File: src/rtl/dpd_pkg.sv
package dpd_pkg;
  typedef enum logic [1:0] {
    PM_STBY  = 2'd0,
    PM_ENTER = 2'd1,
    PM_DOWN  = 2'd2,
    PM_WAKE  = 2'd3
  } pm_state_e;

  localparam logic [7:0] OPC_SLEEP = 8'hB9;
  localparam logic [7:0] OPC_SIGRD = 8'hAB;
  localparam int         OP_BITS   = 8;
  localparam int         SIG_START = 32;
endpackage

File: src/rtl/dpd_cmd_filter.sv
module dpd_cmd_filter
  import dpd_pkg::*;
#(
  parameter int CNT_W = 6
) (
  input  logic             clk,
  input  logic             rst_n,
  input  logic             op_valid,
  input  logic [7:0]       op_code,
  input  logic             cs_rise,
  input  logic             busy,
  input  logic [CNT_W-1:0] bit_pos,
  input  pm_state_e        state,
  output logic             sleep_go,
  output logic             wake_go,
  output logic             sig_frame
);
  localparam logic [CNT_W-1:0] POS_OP = CNT_W'(OP_BITS);

  logic sleep_arm_q, sleep_arm_d;
  logic sig_frame_q, sig_frame_d;
  logic from_low_q, from_low_d;
  logic sig_ok, sleep_ok;

  always_comb begin
    sleep_ok = (op_code == OPC_SLEEP) && (state == PM_STBY) && !busy;
    sig_ok   = (op_code == OPC_SIGRD) &&
               ((state == PM_ENTER) || (state == PM_DOWN) ||
                ((state == PM_STBY) && !busy));
  end

  always_comb begin
    sleep_arm_d = sleep_arm_q;
    sig_frame_d = sig_frame_q;
    from_low_d  = from_low_q;
    if (cs_rise) begin
      sleep_arm_d = 1'b0;
      sig_frame_d = 1'b0;
      from_low_d  = 1'b0;
    end else if (op_valid) begin
      if (sleep_ok) sleep_arm_d = 1'b1;
      if (sig_ok) begin
        sig_frame_d = 1'b1;
        from_low_d  = (state != PM_STBY);
      end
    end else if (sleep_arm_q && (bit_pos != POS_OP)) begin
      sleep_arm_d = 1'b0;
    end
  end

  always_ff @(posedge clk or negedge rst_n) begin
    if (!rst_n) begin
      sleep_arm_q <= 1'b0;
      sig_frame_q <= 1'b0;
      from_low_q  <= 1'b0;
    end else begin
      sleep_arm_q <= sleep_arm_d;
      sig_frame_q <= sig_frame_d;
      from_low_q  <= from_low_d;
    end
  end

  assign sleep_go  = cs_rise && sleep_arm_q && (bit_pos == POS_OP);
  assign wake_go   = cs_rise && sig_frame_q && from_low_q;
  assign sig_frame = sig_frame_q;


  ignore_in_down_chk: assert property (@(posedge clk) disable iff (!rst_n)
    (state == PM_DOWN && op_valid && !cs_rise && op_code != OPC_SIGRD && !sig_frame_q)
      |=> !sig_frame_q && !sleep_arm_q);


  frame_end_chk: assert property (@(posedge clk) disable iff (!rst_n)
    cs_rise |=> !sig_frame_q && !sleep_arm_q);
endmodule

File: src/rtl/dpd_mode_fsm.sv
module dpd_mode_fsm
  import dpd_pkg::*;
#(
  parameter int ENTER_CYC = 4,
  parameter int REL_CYC   = 6
) (
  input  logic      clk,
  input  logic      rst_n,
  input  logic      sleep_go,
  input  logic      wake_go,
  output pm_state_e state,
  output logic      ready,
  output logic      cmd_block,
  output logic      lp_req
);
  localparam int MAX_CYC = (ENTER_CYC > REL_CYC) ? ENTER_CYC : REL_CYC;
  localparam int DLY_W   = $clog2(MAX_CYC + 1);
  localparam logic [DLY_W-1:0] ENTER_LD = DLY_W'(ENTER_CYC - 1);
  localparam logic [DLY_W-1:0] REL_LD   = DLY_W'(REL_CYC - 1);

  pm_state_e        state_q, state_d;
  logic [DLY_W-1:0] cnt_q, cnt_d;
  logic             cnt_en;

  always_comb begin
    state_d = state_q;
    cnt_d   = cnt_q;
    cnt_en  = 1'b0;
    unique case (state_q)
      PM_STBY: begin
        if (sleep_go) begin
          state_d = PM_ENTER;
          cnt_d   = ENTER_LD;
          cnt_en  = 1'b1;
        end
      end
      PM_ENTER: begin
        cnt_en = 1'b1;
        if (wake_go) begin
          state_d = PM_WAKE;
          cnt_d   = REL_LD;
        end else if (cnt_q == '0) begin
          state_d = PM_DOWN;
        end else begin
          cnt_d = cnt_q - 1'b1;
        end
      end
      PM_DOWN: begin
        if (wake_go) begin
          state_d = PM_WAKE;
          cnt_d   = REL_LD;
          cnt_en  = 1'b1;
        end
      end
      PM_WAKE: begin
        cnt_en = 1'b1;
        if (cnt_q == '0) state_d = PM_STBY;
        else             cnt_d   = cnt_q - 1'b1;
      end
      default: state_d = PM_STBY;
    endcase
  end

  always_ff @(posedge clk or negedge rst_n) begin
    if (!rst_n) state_q <= PM_STBY;
    else        state_q <= state_d;
  end

  always_ff @(posedge clk or negedge rst_n) begin
    if (!rst_n)      cnt_q <= '0;
    else if (cnt_en) cnt_q <= cnt_d;
  end

  assign state     = state_q;
  assign ready     = (state_q == PM_STBY);
  assign cmd_block = (state_q != PM_STBY);
  assign lp_req    = (state_q == PM_DOWN);


  sleep_entry_chk: assert property (@(posedge clk) disable iff (!rst_n)
    (sleep_go && state_q == PM_STBY) |=> state_q == PM_ENTER);


  wake_entry_chk: assert property (@(posedge clk) disable iff (!rst_n)
    (wake_go && (state_q == PM_DOWN || state_q == PM_ENTER)) |=> state_q == PM_WAKE);


  wake_hold_chk: assert property (@(posedge clk) disable iff (!rst_n)
    (state_q == PM_WAKE) |=> (state_q == PM_WAKE || state_q == PM_STBY));


  cnt_range_chk: assert property (@(posedge clk) disable iff (!rst_n)
    cnt_q < DLY_W'(MAX_CYC));
endmodule

File: src/rtl/dpd_sig_shift.sv
module dpd_sig_shift
  import dpd_pkg::*;
#(
  parameter int         CNT_W = 6,
  parameter logic [7:0] SIG   = 8'h29
) (
  input  logic             clk,
  input  logic             rst_n,
  input  logic             sig_frame,
  input  logic             cs_rise,
  input  logic [CNT_W-1:0] bit_pos,
  output logic             sig_oe,
  output logic             sig_bit
);
  localparam logic [CNT_W-1:0] POS_SIG = CNT_W'(SIG_START);

  logic       seen_q, seen_d;
  logic       at_start;
  logic [2:0] sel;

  always_comb begin
    at_start = (bit_pos == POS_SIG);
    seen_d   = seen_q;
    if (cs_rise)                    seen_d = 1'b0;
    else if (sig_frame && at_start) seen_d = 1'b1;
  end

  always_ff @(posedge clk or negedge rst_n) begin
    if (!rst_n) seen_q <= 1'b0;
    else        seen_q <= seen_d;
  end

  always_comb begin
    sel     = ~bit_pos[2:0];
    sig_oe  = sig_frame && (seen_q || at_start);
    sig_bit = sig_oe ? SIG[sel] : 1'b0;
  end


  sig_sticky_chk: assert property (@(posedge clk) disable iff (!rst_n)
    (seen_q && sig_frame && !cs_rise) |=> seen_q);


  sig_clear_chk: assert property (@(posedge clk) disable iff (!rst_n)
    cs_rise |=> !seen_q);
endmodule

File: src/rtl/dpd_sig_ctrl.sv
module dpd_sig_ctrl
  import dpd_pkg::*;
#(
  parameter int         CNT_W     = 6,
  parameter int         ENTER_CYC = 4,
  parameter int         REL_CYC   = 6,
  parameter logic [7:0] SIG       = 8'h29
) (
  input  logic             clk,
  input  logic             rst_n,
  input  logic             op_valid,
  input  logic [7:0]       op_code,
  input  logic             cs_rise,
  input  logic             busy,
  input  logic [CNT_W-1:0] bit_pos,
  output logic             cmd_block,
  output logic             ready,
  output logic             lp_req,
  output logic             sig_oe,
  output logic             sig_bit
);
  logic [1:0] rst_sync_q;
  logic       rst_core_n;
  pm_state_e  state;
  logic       sleep_go, wake_go, sig_frame;

  always_ff @(posedge clk or negedge rst_n) begin
    if (!rst_n) rst_sync_q <= 2'b00;
    else        rst_sync_q <= {rst_sync_q[0], 1'b1};
  end
  assign rst_core_n = rst_sync_q[1];

  dpd_cmd_filter #(.CNT_W(CNT_W)) u_filter (
    .clk(clk), .rst_n(rst_core_n), .op_valid(op_valid), .op_code(op_code),
    .cs_rise(cs_rise), .busy(busy), .bit_pos(bit_pos), .state(state),
    .sleep_go(sleep_go), .wake_go(wake_go), .sig_frame(sig_frame)
  );

  dpd_mode_fsm #(.ENTER_CYC(ENTER_CYC), .REL_CYC(REL_CYC)) u_fsm (
    .clk(clk), .rst_n(rst_core_n), .sleep_go(sleep_go), .wake_go(wake_go),
    .state(state), .ready(ready), .cmd_block(cmd_block), .lp_req(lp_req)
  );

  dpd_sig_shift #(.CNT_W(CNT_W), .SIG(SIG)) u_sig (
    .clk(clk), .rst_n(rst_core_n), .sig_frame(sig_frame), .cs_rise(cs_rise),
    .bit_pos(bit_pos), .sig_oe(sig_oe), .sig_bit(sig_bit)
  );
endmodule

File: config.mk
export PLATFORM = sky130hd
export DESIGN_NAME = dpd_sig_ctrl
export DESIGN_NICKNAME = d
export VERILOG_FILES = /design/src/rtl/dpd_pkg.sv /design/src/rtl/dpd_cmd_filter.sv /design/src/rtl/dpd_mode_fsm.sv /design/src/rtl/dpd_sig_shift.sv /design/src/rtl/dpd_sig_ctrl.sv
export SDC_FILE = /design/constraint.sdc
export NUM_CORES = 1
export LEC_CHECK = 0
export ABC_AREA = 1
export BUFFER_PORTS_ARGS = -buffer_cell sky130_fd_sc_hd__buf_2
export CAP_MARGIN = 20
export CORE_MARGIN = 10
export CORE_UTILIZATION = 50
export CTS_CLUSTER_DIAMETER = 40
export DETAILED_ROUTE_END_ITERATION = 16
export PLACE_DENSITY = 0.83
export SLEW_MARGIN = 20
export SYNTH_ARGS = -nofsm -noshare
export SYNTH_HDL_FRONTEND = slang
export SYNTH_SLANG_ARGS = --single-unit
File: constraint.sdc
create_clock -name clk -period 1.1 [get_ports clk]
set_input_delay 0.055 -clock clk [delete_from_list [all_inputs] [get_ports clk]]
set_output_delay 0.055 -clock clk [all_outputs]
set_load 0.02 [all_outputs]
# --- Word level (Yosys, flattened, before mapping) ---
# Memory sizes are Yosys's and may differ from the RTL's.
# Index checks and enable logic that the tools add are counted.
classes:
  n_reduce_logical: 27
  mux: 28
  n_bitwise: 1
  add_sub_neg: 1
  order_cmp: 1
  eq_ne: 13
op_table:
  columns: ["operator", "n"]
  rows:
  - ["$eq 8x8->1 const B", 2]
  - ["$mux 1", 16]
  - ["$mux 3", 4]
  - ["$pmux 3 s4", 1]
  - ["$logic_and 1x1->1", 11]
  - ["$mux 2", 5]
  - ["$pmux 2 s4", 1]
  - ["$reduce_bool 2->1", 4]
  - ["$eq 6x4->1 const B", 1]
  - ["$eq 6x6->1 const B", 1]
  - ["$ne 2x1->1 const B", 3]
  - ["$ne 3x1->1 const B", 2]
  - ["$ne 6x4->1 const B", 1]
  - ["$eq 2x2->1 const B", 2]
  - ["$lt 3x4->1 const B", 1]
  - ["$reduce_and 2->1", 2]
  - ["$reduce_and 4->1", 1]
  - ["$logic_not 3->1", 1]
  - ["$logic_or 1x1->1", 3]
  - ["$not 3->3", 1]
  - ["$pmux 1 s3", 1]
  - ["$reduce_and 3->1", 1]
  - ["$reduce_bool 3->1", 1]
  - ["$sub 3x1->3 const B", 1]
  - ["other kinds (4)", 4]
totals:
  inputBits: 19
  register_bits: 11
  mem_count: 1
  output_inout_bits: 5
  romBits: 8
  elab_cells: 79
memory_table:
  columns: ["memory", "depth", "word_bits", "rd", "rd_clocked_by_memory_dff", "wr", "line", "rtl"]
  rows:
  - ["(name not given)", 8, 1, 1, 0, 0, "dpd_sig_shift.sv:36", "sig_bit = sig_oe ? SIG[sel] : 1'b0;"]

# --- Logic depth before layout (Yosys ltp) ---
# Gate-level depths: netlist of run 1.
logic_depth:
  ltp_word: 7
  ltp_mapped: 10
  mapped_depth_nobuf: 10

# --- Hierarchy ---
# A second synthesis of run 1 with hierarchy kept.
unflattened:
  hier_cells: 150
  area_unflattened_um2: 996.0
modules_own_cells:
  columns: ["module", "area_each_um2", "cells_each", "instances"]
  rows:
  - ["dpd_mode_fsm", 519.2, 78, 1]
  - ["dpd_cmd_filter", 296.5, 51, 1]
  - ["dpd_sig_shift", 126.4, 18, 1]
  - ["dpd_sig_ctrl", 53.8, 3, 1]

# --- Worst setup path before layout of run 1 ---
# Ideal clock, no wire load.
synth_path:
  path_type: "register -> register"
  startpoint: "register u_fsm.state_q[0] (netlist: u_fsm.state[0])"
  endpoint: "register u_filter.from_low_q"
  arrival_ns: 1.467
  period_less_slack_ns: 1.586
  stages_incl_launch_ff: 8
  path_slack_ns: -0.486
  path_cell_list: "dfrtp_1 -> inv_1 -> ha_1 -> inv_2 -> o21bai_1 -> nand3_1 -> nor2_1 -> nor3b_2"
synth_between:
  elab_chain_cells: 6
  elab_cells_between_ends: 13
  cone_classes: "eq/ne: 2; mux: 3; reduce/logical: 8"
synth_lines:
  columns: ["element", "line", "rtl"]
  rows:
  - ["from (decl)", "dpd_mode_fsm.sv:21", "pm_state_e state_q, state_d;"]
  - ["from (signal assigned)", "dpd_mode_fsm.sv:66", "else state_q <= state_d;"]
  - ["$logic_not 2->1", null, null]
  - ["net ready", "dpd_sig_ctrl.sv:17", "output logic ready,"]
  - ["$logic_and 1x1->1", "dpd_cmd_filter.sv:29", "((state == PM_STBY) && !busy));"]
  - ["$logic_or 1x1->1", "dpd_cmd_filter.sv:28", "((state == PM_ENTER) || (state == PM_DOWN) ||"]
  - ["$logic_and 1x1->1", "dpd_cmd_filter.sv:27", "sig_ok = (op_code == OPC_SIGRD) &&"]
  - ["$reduce_bool 2->1 (no source line)", null, null]
  - ["$reduce_and 2->1 (no source line)", null, null]
  - ["to (signal assigned)", "dpd_cmd_filter.sv:59", "from_low_q <= from_low_d;"]
  - ["to (decl)", "dpd_cmd_filter.sv:22", "logic from_low_q, from_low_d;"]
# The timed path passes the listed nets, and every way through them passes these cells. The select of a mux whose other input is x is not followed.
# A chain may end at the register's enable or synchronous reset.

# --- Worst setup path in the final report of run 1 ---
layout_path:
  startpoint: "register u_fsm.cnt_q[1]"
  endpoint: "register u_fsm.cnt_q[1]"
layout_between:
  elab_chain_cells: 4
  elab_cells_between_ends: 5
  cone_classes: "add/sub: 1; mux: 3; reduce/logical: 1"
layout_lines:
  columns: ["element", "line", "rtl"]
  rows:
  - ["from (decl)", "dpd_mode_fsm.sv:22", "logic [DLY_W-1:0] cnt_q, cnt_d;"]
  - ["from (signal assigned)", "dpd_mode_fsm.sv:71", "else if (cnt_en) cnt_q <= cnt_d;"]
  - ["$sub 3x1->3 / $logic_not 3->1 (equally long branches)", null, null]
  - ["$mux 3 *", "dpd_mode_fsm.sv:42, dpd_mode_fsm.sv:57", null]
  - ["$mux 3", "dpd_mode_fsm.sv:39", "if (wake_go) begin"]
  - ["$pmux 3 s4 *", "dpd_mode_fsm.sv:29", "unique case (state_q)"]
# Mark *: on every way between the ends. The rest lies on a longest branch, timed or not.

==> metrics.csv, run 1 <==
metric,value,unit
status,"finished, violations left",
failing checks,setup timing,
Max Clk Rate,0.599,GHz
DIE HEIGHT,61.5,um
Worst Setup Start Kind,flop,
FP Rows,14,
Yosys warning count,0,
Iter 0 DRT Violations,111,
Worst EP required,1290,ps
GP Congestion,0.874,
Vias/cell,6.75,
total number of vias,1248,
Worst-path clk slew,90,ps
Num CTS Buffers,3,
Routed Antenna Nets,0,
normalized max-slew margin,0.611,
antenna violations before repair,0,
Port Buf Inserts,23,
count of cell types in the netlist,21,
Final HPWL DP,1.91,mm
main flop type after synthesis,dfrtp_1,
CTS root buffer,clkbuf_4,
cell type with the largest total area after synthesis,dfrtp_1,
Max Root-Sink Buffers,2,
DRT Wirelength,5.07,mm
DP Cell Count,166,
PD cells,2870,nW/um^2
share of cells above drive strength 1,0.574,
Initial DRT Pass Iterations,4,
Max Cap Viol,0,
Crit. End Element,flop,
Synth top cells by count,"nand2_1 (24), inv_1 (19), nand3_1 (12)",
Final Hold Viols,0,
cells after synthesis,115,
Area Growth Syn to Fin,75.3,%
Die Area,3780,um^2
Power Total,4.33,mW
Seq cells post-synth,11,
Core ar.,1560,um^2
WS Path Type,reg2reg,
final net count,199,
Worst EP arrival,1850,ps
clk_lat worst skew,290,ps
Final setup viols,13,
area of the multi-input gates,698,um^2
H-tree depth,1,
fin. max-slew vios,0,
Worst-Margin Slew,579,ps
remaining global-route overflow,0,
vias in the first global route,1114,
DRC,0,
class of the worst hold path,in2reg,
Num Clock Sinks,11,
fill cell count,31,
post-layout minimum cycle time,1670,ps
Antenna diodes,0,
Final Cycle Share,1.52,
Max IR drop VDD,2450,uV
TNS Setup,-4550,ps
"Seq/Total Area, Yosys",0.320,
final design utilization,0.968,
Reg area,279,um^2
Syn Nets,144,
first-pass GRT wire length,5.38,mm
Mean Syn Cell Area,7.49,um^2
crit-path max FO,4,
setup ws final,-569,ps
P_leak,0.738,nW
"EDFF count, synth",0,
fraction of registers with async set/reset,1.00,
post-synth top area share,0.320,
Boundary Pins,24,
"top cells by area, synth","dfrtp_1 (32%), ha_1 (15%), nand2_1 (10%)",
WL per Instance,27.4,um
top-count cell post-synth,nand2_1,
CTS tree,done,
Die W,61.5,um
Final Skew,0.767,ps
cell area after synthesis,861,um^2
largest net degree at the start of global routing,10,
GRT Total Usage,0.195,
unrepaired setup endpoints after global routing,true,
Final Non-Filler Cells,185,
Starting Density,0.552,
==> logic make-up after synthesis <==
| kind of cell | count (synthesis) | share of synthesized area |
|---|---|---|
| DFF | 11 | 0.320 |
| other | 1 | 0.00436 |
| buffers and inverters | 21 | 0.100 |
| adders and majority gates | 10 | 0.145 |
| AOI/OAI and AO/OA | 15 | 0.119 |
| and+or+nand+nor | 57 | 0.311 |
==> stage by stage <==
| stage | worst slack, ps | area, um^2 | hold WS, ps |
|---|---|---|---|
| floorplan | -238 | 906 | -241 |
| global placement | -293 | 1130 | -160 |
| detailed placement | -301 | 1130 | -158 |
| CTS | -272 | 1350 | 44.2 |
| global route | -679 | 1510 | 28.8 |
| finish | -569 | 1510 | 50.3 |
==> critical path, cell delays in order (launching register included) <==
cell and delay (ps):
dfrtp_1 410, inv_2 80, ha_4 140, ha_1 210
inv_2 90, o21ai_0 320, o21ai_1 110, nand3_1 130
nand2_1 70
==> state kept, by name (all words and copies together) (netlist names) <==
signal                flops
rst_sync_q                2
u_filter.from_low_q       1
u_filter.sig_frame        1
u_filter.sleep_arm_q      1
u_fsm.cnt_q               3
u_fsm.state               2
u_sig.seen_q              1
==> cells in the final DEF (no fill, tap or decap), types with 3 or more instances in the layout <==
master,Yosys,final
nand3_2,1,4
a21oi_1,5,3
buf_2,0,19
nor2_1,8,6
nand2_1,24,18
nand3_1,12,7
inv_1,19,12
o21ai_0,6,4
buf_6,1,10
ha_1,10,4
ha_4,0,6
clkbuf_4,0,3
nand4_1,4,4
dfrtp_1,11,8
nand2_2,3,8
inv_2,1,5
buf_4,0,19
dfrtp_2,0,3
==> timing repair <==
item                                    CTS  global route
endpoints found under the setup margin   13            13
gates cloned                              0             0
endpoints found under the hold margin     2             0
pin swaps                                 3            20
buffers inserted                          7             7
hold buffers                              1             0
resized for setup                        33            22
==> metal layers <==
layer,GRT usage,share of wire,wire [um],vias to the layer above
met4,0.115,0.099,504,0
met2,0.353,0.45,2270,147
li1,-,-,-,479
met1,0.192,0.34,1740,569
met3,0.0597,0.11,556,53
met5,0,0,0,-
==> where the power goes <==
part	switching (mW)	total (mW)	internal [mW]
logic	1.82	3.35	1.53
registers	0.151	0.659	0.509
clock network	0.183	0.324	0.141
total	2.16	4.33	2.18
==> path summary, 6_finish.rpt <==
| check | startpoint | endpoint | slack [ps] | cells past startpoint |
|---|---|---|---|---|
| max | u_fsm.cnt_q[1] | u_fsm.cnt_q[1] | -570 | 8 |
| min | cs_rise | u_filter.sig_frame | 50 | 2 |
| max reg2reg | u_fsm.cnt_q[1] | u_fsm.cnt_q[1] | -570 | 8 |
| min reg2reg | rst_sync_q[1] | u_filter.sleep_arm_q | 180 | 0 |
| max in group asynchronous | rst_sync_q[1] | u_fsm.state[0] | 580 | 0 |
| min in group asynchronous | rst_n | rst_sync_q[0] | 80 | 2 |
==> cell type report <==
type | count | area share
clock buffer | 4 | 0.0174
inverter | 20 | 0.0564
multi-input combinational | 83 | 0.463
sequential | 11 | 0.185
tap | 16 | 0.0133
timing repair buffer | 51 | 0.265
Power figures use the tool's default switching activity.
==> run 2, diff against run 1 <==
- CORE_UTILIZATION: 50 -> 45
- PLACE_DENSITY: 0.83 -> default
- PLACE_DENSITY_LB_ADDON: default -> 0.3
- clock period: 1.1 -> 1.43 ns (I/O delays scaled with it)
==> run 2 against run 1 <==
Net effect: the flow now finishes without violations; non-clock buffer count decreased by 20; cell count fell by 5.9%; register-to-register slack improved by 580 ps; sequential share of layout area rose by 5.1 points; total power decreased by 50%; highest routed layer unchanged.
==> metrics.csv, run 2 (synthesis gave the netlist of run 1 again) <==
metric,value,unit
Worst-path clk slew,70,ps
Hold WS,87.7,ps
PD cells,1840,nW/um^2
remaining global-route overflow,0,
Area Growth Syn to Fin,36.9,%
Max Root-Sink Buffers,2,
Worst EP arrival,1570,ps
WL per Instance,12.6,um
post-layout minimum cycle time,1420,ps
Core ar.,1760,um^2
Num Clock Sinks,11,
GRT Total Usage,0.101,
CTS tree,done,
Die Area,4060,um^2
Max Clk Rate,0.703,GHz
fin. max-slew vios,0,
clk_lat worst skew,270,ps
P_leak,0.604,nW
WS Path Type,reg2reg,
largest net degree at the start of global routing,10,
Starting Density,0.488,
Final Skew,10.6,ps
Vias/cell,5.03,
total number of vias,875,
Boundary Pins,24,
most frequent cells in the layout,"buf_2 (23), nand2_1 (22), inv_1 (14)",
CTS root buffer,clkbuf_4,
crit-path max FO,4,
Largest Register,u_fsm.cnt_q,
Final Hold Viols,0,
DRT Wirelength,2.19,mm
Final Non-Filler Cells,174,
antenna violations before repair,0,
DRC,0,
Max Cap Viol,0,
Final setup viols,0,
Routed Antenna Nets,0,
final net count,179,
Max IR drop VDD,1320,uV
Num CTS Buffers,3,
first-pass GRT wire length,3.40,mm
share of cells above drive strength 1,0.430,
H-tree depth,1,
Final Cycle Share,0.995,
DP Cell Count,165,
Antenna diodes,0,
"most common cell after layout, fill and taps aside",buf_2,
vias in the first global route,793,
DIE HEIGHT,63.7,um
GP Congestion,0.855,
unrepaired setup endpoints after global routing,true,
class of the worst hold path,in2reg,
Crit. End Element,flop,
Initial DRT Pass Iterations,4,
Worst Setup Start Kind,flop,
max reg flops,3,
Worst EP required,1580,ps
Final HPWL DP,1.61,mm
status,finished clean,
Iter 0 DRT Violations,30,
Die W,63.7,um
FP Rows,15,
Port Buf Inserts,23,
==> run 2: cell count changes in the layout (fill, tap and decap cells not counted), moves of 3 or more <==
cell,before,now
nand2_1,18,22
buf_6,10,0
buf_4,19,7
nand2_2,8,4
ha_2,0,4
ha_4,6,3
buf_2,19,23
==> run 2: final cells by class <==
cell class / count / area [um^2]
clock buffer: 4 / 26.3
fill: 166 / 586
inverter: 20 / 80.1
multi-input combinational: 83 / 586
sequential: 11 / 278
tap: 25 / 31.3
timing repair buffer: 31 / 178
==> run 2: worst paths after layout <==
path / start / endpoint / slack, ps / cells past startpoint
max: u_fsm.state[1] / u_fsm.state[0] / 7 / 8
min: cs_rise / u_filter.sig_frame / 90 / 2
max reg2reg: u_fsm.state[1] / u_fsm.state[0] / 7 / 8
min reg2reg: rst_sync_q[1] / u_filter.sleep_arm_q / 150 / 0
max in group asynchronous: rst_sync_q[1] / u_fsm.state[0] / 960 / 0
min in group asynchronous: rst_n / rst_sync_q[1] / 120 / 2
==> run 2: repair_timing <==
action / CTS / global route
buffers inserted: 1 / 3
hold endpoints to repair: 2 / 0
pin swaps: 0 / 7
hold buffers: 1 / 0
endpoints found under the setup margin: 6 / 8
gates resized for setup: 2 / 25
==> run 2: critical path, stage by stage, from the launching register on <==
cell and delay [ps]:
dfrtp_2 440, inv_4 70, ha_4 180, nor2_2 110, inv_1 80, o211ai_2 110, nand3_2 150, nand2_1 100
nand2_1 60
==> run 2: where the power goes <==
group	leakage [nW]	internal [mW]	switching [mW]
Clock	0.0150	0.108	0.101
Sequential	0.140	0.392	0.0932
Combinational	0.450	0.645	0.832
==> run 2: metal layers <==
| metal | GRT usage | wire length [um] |
|---|---|---|
| met4 | 0.0437 | 14 |
| met3 | 0.0296 | 93 |
| met1 | 0.103 | 899 |
| met2 | 0.185 | 1180 |
| met5 | 0 | 0 |
==> run 2: through the flow <==
| step | utilization | power (mW) | instance area, um^2 | setup slack, ps | setup TNS (ps) |
|---|---|---|---|---|---|
| after CTS | 0.608 | 1.82 | 1070 | 12.0 | 0 |
| after floorplan | - | 1.27 | 866 | -42.7 | -42.7 |
| after detailed placement | 0.580 | 1.56 | 1020 | -32.7 | -86.3 |
| after global placement | 0.580 | 1.54 | 1020 | 2.71 | 0 |
| final | 0.668 | 2.17 | 1180 | 6.66 | 0 |
| after global routing | 0.668 | 2.34 | 1180 | -46.0 | -96.2 |
